$ cat src/rtl/st_pkg.sv
package st_pkg;

  // rail pair codes, written as {t, f}
  localparam logic [1:0] DR_SPACER = 2'b00;
  localparam logic [1:0] DR_ZERO   = 2'b01;
  localparam logic [1:0] DR_ONE    = 2'b10;
  localparam logic [1:0] DR_BAD    = 2'b11;

  // dual-rail NOT: exchanges the two working codes, keeps spacer and illegal
  function automatic logic [1:0] dr_not(input logic [1:0] code);
    case (code)
      DR_ZERO:   return DR_ONE;
      DR_ONE:    return DR_ZERO;
      DR_SPACER: return DR_SPACER;
      DR_BAD:    return DR_BAD;
      default:   return code;
    endcase
  endfunction

endpackage

$ cat src/rtl/st_celem.sv
// N-input Muller C-element, unit-delay model: rises when all inputs are
// high, falls when all are low, holds otherwise.
module st_celem #(
  parameter int N = 2
) (
  input  logic         clk,
  input  logic         rst_n,
  input  logic [N-1:0] a,
  output logic         q
);

  logic q_nxt;

  always_comb begin
    q_nxt = q;
    if (&a)
      q_nxt = 1'b1;
    else if (~|a)
      q_nxt = 1'b0;
  end

  always_ff @(posedge clk or negedge rst_n) begin
    if (!rst_n)
      q <= 1'b0;
    else
      q <= q_nxt;
  end

endmodule

$ cat src/rtl/st_ctree.sv
// Completion tree of two- and three-input C-elements, split recursively.
module st_ctree #(
  parameter int N = 8
) (
  input  logic         clk,
  input  logic         rst_n,
  input  logic [N-1:0] leaf,
  output logic         root
);

  generate
    if (N <= 3) begin : g_leaf
      st_celem #(.N(N)) u_node (
        .clk   (clk),
        .rst_n (rst_n),
        .a     (leaf),
        .q     (root)
      );
    end else begin : g_split
      localparam int NLO = N / 2;
      localparam int NHI = N - NLO;
      logic lo_q;
      logic hi_q;

      st_ctree #(.N(NLO)) u_lo (
        .clk   (clk),
        .rst_n (rst_n),
        .leaf  (leaf[NLO-1:0]),
        .root  (lo_q)
      );

      st_ctree #(.N(NHI)) u_hi (
        .clk   (clk),
        .rst_n (rst_n),
        .leaf  (leaf[N-1:NLO]),
        .root  (hi_q)
      );

      st_celem #(.N(2)) u_top (
        .clk   (clk),
        .rst_n (rst_n),
        .a     ({hi_q, lo_q}),
        .q     (root)
      );
    end
  endgenerate

endmodule

$ cat src/rtl/st_stage.sv
// One pipeline stage: dual-rail inversion, C-element register, indication.
module st_stage
  import st_pkg::*;
#(
  parameter int W = 8
) (
  input  logic         clk,
  input  logic         rst_n,
  input  logic [W-1:0] in_t,
  input  logic [W-1:0] in_f,
  input  logic         ack_next,
  output logic [W-1:0] out_t,
  output logic [W-1:0] out_f,
  output logic         ind
);

  logic [W-1:0] fn_t;
  logic [W-1:0] fn_f;
  logic [W-1:0] fn_ind;
  logic [W-1:0] rg_ind;
  logic         fn_done;
  logic         rg_done;
  logic         take_n;

  // register follows the logic only while the next stage shows spacer
  // (to take a word) or shows a completed word (to take the spacer)
  assign take_n = ~ack_next;

  genvar b;
  generate
    for (b = 0; b < W; b++) begin : g_bit
      logic [1:0] pair_out;

      assign pair_out  = dr_not({in_t[b], in_f[b]});
      assign fn_t[b]   = pair_out[1];
      assign fn_f[b]   = pair_out[0];
      assign fn_ind[b] = fn_t[b] | fn_f[b];

      st_celem #(.N(2)) u_rail_t (
        .clk   (clk),
        .rst_n (rst_n),
        .a     ({fn_t[b], take_n}),
        .q     (out_t[b])
      );

      st_celem #(.N(2)) u_rail_f (
        .clk   (clk),
        .rst_n (rst_n),
        .a     ({fn_f[b], take_n}),
        .q     (out_f[b])
      );

      assign rg_ind[b] = out_t[b] | out_f[b];
    end
  endgenerate

  // the logic's completion tree runs alongside the data wave
  st_ctree #(.N(W)) u_fn_tree (
    .clk   (clk),
    .rst_n (rst_n),
    .leaf  (fn_ind),
    .root  (fn_done)
  );

  st_ctree #(.N(W)) u_rg_tree (
    .clk   (clk),
    .rst_n (rst_n),
    .leaf  (rg_ind),
    .root  (rg_done)
  );

  st_celem #(.N(2)) u_ind (
    .clk   (clk),
    .rst_n (rst_n),
    .a     ({fn_done, rg_done}),
    .q     (ind)
  );

endmodule

$ cat src/rtl/selftimed_pipe.sv
module selftimed_pipe #(
  parameter int W      = 8,
  parameter int STAGES = 4
) (
  input  logic         clk,
  input  logic         rst_n,
  input  logic [W-1:0] in_t,
  input  logic [W-1:0] in_f,
  output logic         in_ack,
  output logic [W-1:0] out_t,
  output logic [W-1:0] out_f,
  input  logic         out_ack
);

  localparam int NODES = STAGES + 1;

  logic [W-1:0] lnk_t [NODES];
  logic [W-1:0] lnk_f [NODES];
  logic         st_ind [STAGES];
  logic         st_ack [STAGES];

  assign lnk_t[0] = in_t;
  assign lnk_f[0] = in_f;

  genvar s;
  generate
    for (s = 0; s < STAGES; s++) begin : g_stage
      if (s == STAGES - 1) begin : g_last
        assign st_ack[s] = out_ack;
      end else begin : g_mid
        assign st_ack[s] = st_ind[s+1];
      end

      st_stage #(.W(W)) u_stage (
        .clk      (clk),
        .rst_n    (rst_n),
        .in_t     (lnk_t[s]),
        .in_f     (lnk_f[s]),
        .ack_next (st_ack[s]),
        .out_t    (lnk_t[s+1]),
        .out_f    (lnk_f[s+1]),
        .ind      (st_ind[s])
      );
    end
  endgenerate

  assign in_ack = st_ind[0];
  assign out_t  = lnk_t[STAGES];
  assign out_f  = lnk_f[STAGES];

endmodule

$ cat config.mk
export PLATFORM = sky130hd
export DESIGN_NAME = selftimed_pipe
export DESIGN_NICKNAME = d
export VERILOG_FILES = /design/src/rtl/st_pkg.sv /design/src/rtl/st_celem.sv /design/src/rtl/st_ctree.sv /design/src/rtl/st_stage.sv /design/src/rtl/selftimed_pipe.sv
export SDC_FILE = /design/constraint.sdc
export NUM_CORES = 1
export LEC_CHECK = 0
export ABC_CLOCK_PERIOD_IN_PS = 1600
export CAP_MARGIN = 20
export CORE_ASPECT_RATIO = 0.8
export CORE_MARGIN = 5
export CORE_UTILIZATION = 61
export DETAILED_ROUTE_END_ITERATION = 10
export PLACE_DENSITY = 0.89
export SETUP_SLACK_MARGIN = 0.02
export SLEW_MARGIN = 20
export SYNTH_ARGS = -nofsm -noshare
export SYNTH_HDL_FRONTEND = slang
export SYNTH_HIERARCHICAL = 1
export SYNTH_SLANG_ARGS = --single-unit
$ cat constraint.sdc
create_clock -name clk -period 1.6 [get_ports clk]
set_input_delay 0.32 -clock clk [delete_from_list [all_inputs] [get_ports clk]]
set_output_delay 0.32 -clock clk [all_outputs]
set_load 0.1 [all_outputs]
After elaboration in Yosys (flattened, before gate mapping)
Index checks and enable logic that the tools add are counted.

word-level totals
  bits in registers = 124
  bits of input ports = 19
  output and inout bits = 17
  logic and storage cells = 972

cells by class
  equal/unequal tests = 220
  mux-type cells = 280
  bitwise logic cells = 68
  reduce and logical (&&, ||, !) cells = 280

operators by type and width
  operator                                             number
  one-hot mux 2 bit (4 select lines)                   32
  two-way mux 1 bit                                    248
  AND reduction 2 bit                                  124
  OR reduction 2 bit                                   124
  != test 2 bit, second input constant                 84
  equality test 2 bit, second input constant           64
  != test 2 x 1 -> 1 bit, second input constant        40
  equality test 2 x 1 -> 1 bit, second input constant  32
  zero test 2 bit                                      32
  bitwise OR 1 bit                                     64
  inverter 1 bit                                       4

Logic depth before layout (Yosys ltp)
  depth after elaboration = 6
  gate-level depth with buffers = 3

Hierarchy
The synthesis kept the hierarchy.

modules (own cells, without submodules)
  module    instances  cells an instance  area an instance (sq um)
  st_celem  124        3                  52.6
  st_stage  4          33                 163.9

Worst setup path before layout
OpenSTA, ideal clock, no wires.

  path kind = register -> register
  from = register g_stage[3].u_stage.g_bit[6].u_rail_f.q
  to = register g_stage[3].u_stage.u_rg_tree.g_split.u_hi.g_split.u_hi.g_leaf.u_node.q
  arrival time = 1.680 ns
  required time = 1.475 ns
  setup slack = -0.205 ns
  cell stages (with the launch flop) = 4
  path buffers = 0
  period minus slack after synthesis = 1.805 ns
  cell sequence = dfrtp_1 > or2_1 > ha_1 > mux2_4

between the ends
  word-level cells in the longest chain between the ends = 3
  elaborated cells between the ends (all ways) = 5

ends and longest elaborated chain
  element                                                                       line                            text
  from (decl)                                                                   st_celem.sv:9                   output logic q
  from (signal assigned)                                                        st_celem.sv:26                  q <= q_nxt;
  bitwise OR 1 bit (*)                                                          st_stage.sv:53                  assign rg_ind[b] = out_t[b] | out_f[b];
  via g_stage[3].u_stage.rg_ind[6]                                              st_stage.sv:20                  logic [W-1:0] rg_ind;
  OR reduction 2 bit / AND reduction 2 bit (equally long branches)              st_celem.sv:18, st_celem.sv:16
  != test 2 x 1 -> 1 bit (no line) / two-way mux 1 bit (equally long branches)  --
  to (signal assigned)                                                          st_celem.sv:26
  to (decl)                                                                     st_celem.sv:9

Mark *: on every way through the listed nets, which the timed path passes. The rest lies on a longest branch.
A chain may end at the register's enable or synchronous reset.

Worst setup path after layout
  from = register g_stage[3].u_stage.g_bit[2].u_rail_f.q
  to = register g_stage[3].u_stage.u_rg_tree.g_split.u_lo.g_split.u_hi.g_leaf.u_node.q

between the ends
  word-level cells in the longest chain between the ends = 3
  elaborated cells between the ends (all ways) = 5

ends and longest elaborated chain
  element                                                                       line
  from (decl)                                                                   st_celem.sv:9
  from (signal assigned)                                                        st_celem.sv:26
  bitwise OR 1 bit (*)                                                          st_stage.sv:53
  via g_stage[3].u_stage.rg_ind[2]                                              st_stage.sv:20
  OR reduction 2 bit / AND reduction 2 bit (equally long branches)              st_celem.sv:18, st_celem.sv:16
  != test 2 x 1 -> 1 bit (no line) / two-way mux 1 bit (equally long branches)  --
  to (signal assigned)                                                          st_celem.sv:26
  to (decl)                                                                     st_celem.sv:9

Marks and branches as above.

==> results.toml <==
[status]
status = "finished, final reports clean"

[finish]
multi_input_area_um2 = 3810
fin_area_um2 = 8520
num_antenna_cells = 0
nets = 662
seq_area_um2 = 3140
nFillCells = 688
final_layout_size_suffix_gt1_frac = 0.394
final_cell_mix = "124 x mux2_4, 124 x ha_1, 108 x dfrtp_1"
area_growth_pct = 18.8

[flow_run]
drv_cap = 0

[global_route]
antenna_found_initial = 0
grt_start_max_net_pins = 58
grt_overflow = 0
grt_pass1_wl_mm = 20.8
first_global_vias = 4246
grtUsageTotal = 0.185

[setup_path]
crit_path_start_kind = "flop"
r2r_slack_ns = 0.12
worst-setup-path-type = "flop to flop"
end_kind = "flop"
cp_max_fo = 3
cp.arrival_ns = 1.77
critPathRequiredTime_ns = 1.89

[clock_network]
htree_levels = 4
hold_buffers = 1
cts_resized = 0
root_buffer = "clkbuf_16"
numClockSinks = 124
cts_made_buffers = 17
clock_latency_ns = 0.41
path_clk_slew_ns = 0.05
cts_setup_buffers = 0
ctsLongestPathBuffers = 2
cts_tree = "yes"

[placed_design]
dpl-instance-area_um2 = 7920
port-buffer-count = 35
routabilityCongestion = 0.719
dp_hpwl_mm = 8.63

[die]
die_w_um = 131
rows = 35
initial_utilization = 0.623
dieArea_um2 = 14000
io_pins = 36
die_y_um = 107
core-area_um2 = 11500

[sta]
max_freq_mhz = 677
skew_ns = 0.00406
period_share = 0.923
final-max-slew-violation-count = 0
worstMarginPinSlew_ns = 0.299
hold_viol = 0
tns_ns = 0
rsz0062_at_grt = "no"
relSlewSlack = 0.801
setup_violations = 0
layout_min_cycle_time_ns = 1.48

[synth]
synth_top_cell_by_area = "dfrtp_1"
synth_seq_area_share = 0.433
synth_area_leaders = "dfrtp_1 43%, mux2_4 26%, ha_1 22%"
ys_warn_count = 6
syn_inst = 504
synth_area_um2 = 7170
ys_seq_elements = 124
ys_types = 6
avgSynthCellArea_um2 = 14.2
synth_top_area_frac = 0.433
synth_nets = 647

[routing]
drtAntennaViolNets = 0
dr.pass1.iters = 4
vias = 3736
post_drt_wl_per_cell_um = 18.2
vias_per_cell = 5.50
routed_wl_mm = 12.3
drt_iter0_drc = 105
drc = 0

[pwr]
netSwitchingPower_mw = 6.14
cellPowerDensity_nw_per_um2 = 2180
fin_total_pwr_mw = 18.5
p_leak_nw = 4.18
p_int_mw = 12.4
sw_frac_of_total = 0.331
irDropWorstVdd_v = 0.00169
clockPowerShare = 0.210
p_seq_frac = 0.314
combPwrFrac = 0.476

[worst_hold_path]
hold_path.class = "input port to async pin"
critical path, stage by stage, from the launching register on:
cell     delay (ns)
dfrtp_4        0.50
or2_1          0.24
ha_1           0.32
mux2_4         0.30
final timing paths:
check                                                       start  cells after the start         to
max                        g_stage[3].u_stage/g_bit[2].u_rail_f/q                      3       flop
min                                                         rst_n                      2  async pin
max reg2reg                g_stage[3].u_stage/g_bit[2].u_rail_f/q                      3       flop
min reg2reg                                                  flop                      1       flop
max in group asynchronous                                   rst_n                      3  async pin
min in group clk                                             flop                      1       flop
synthesized netlist by cell type:
library cell  number
dfrtp_1          124
clkbuf_1          64
or2_1             64
inv_1              4
ha_1             124
mux2_4           124
power groups by stage:
stage / clock network [mW] / registers (mW) / logic [mW]
finish: 3.89 / 5.83 / 8.83
global route: 4.09 / 6.00 / 9.43
CTS: 3.95 / 5.84 / 8.90
detailed placement: 0 / 5.83 / 8.74
global placement: 0 / 5.76 / 8.13
floorplan: 0 / 6.42 / 6.14
cell type report:
class	count	area share
Multi-Input combinational cell	312	0.448
Inverter	4	0.00176
Tap cell	148	0.0217
Sequential cell	124	0.369
Clock inverter	7	0.0132
Timing Repair Buffer	60	0.0904
Clock buffer	24	0.0565
layer usage:
layer	vias up	GRT usage	wire length (um)
li1	1752	-	-
met3	6	0.0535	341
met4	0	0.0482	93
met1	1929	0.222	5480
met5	-	0	0
met2	49	0.329	6420
logic make-up after synthesis:
| kind of cell | Yosys count | share of synthesized area |
|---|---|---|
| flip-flops | 124 | 0.433 |
| buffers and inverters | 68 | 0.0356 |
| AND/OR/NAND/NOR | 64 | 0.0558 |
| multiplexers | 124 | 0.260 |
| adder cells (fa/ha/maj) | 124 | 0.216 |
through the flow:
stage	utilization	instances	hold slack, ns	setup slack, ns
2_1_floorplan	-	504	0.0244	0.0153
4_1_cts	0.740	679	0.333	0.127
5_1_grt	0.740	679	0.356	0.107
6_report	0.740	679	0.332	0.124
3_5_place_dp	0.687	647	0.216	-0.153
3_3_place_gp	0.687	647	0.214	-0.116
Power figures use the tool's default switching activity.
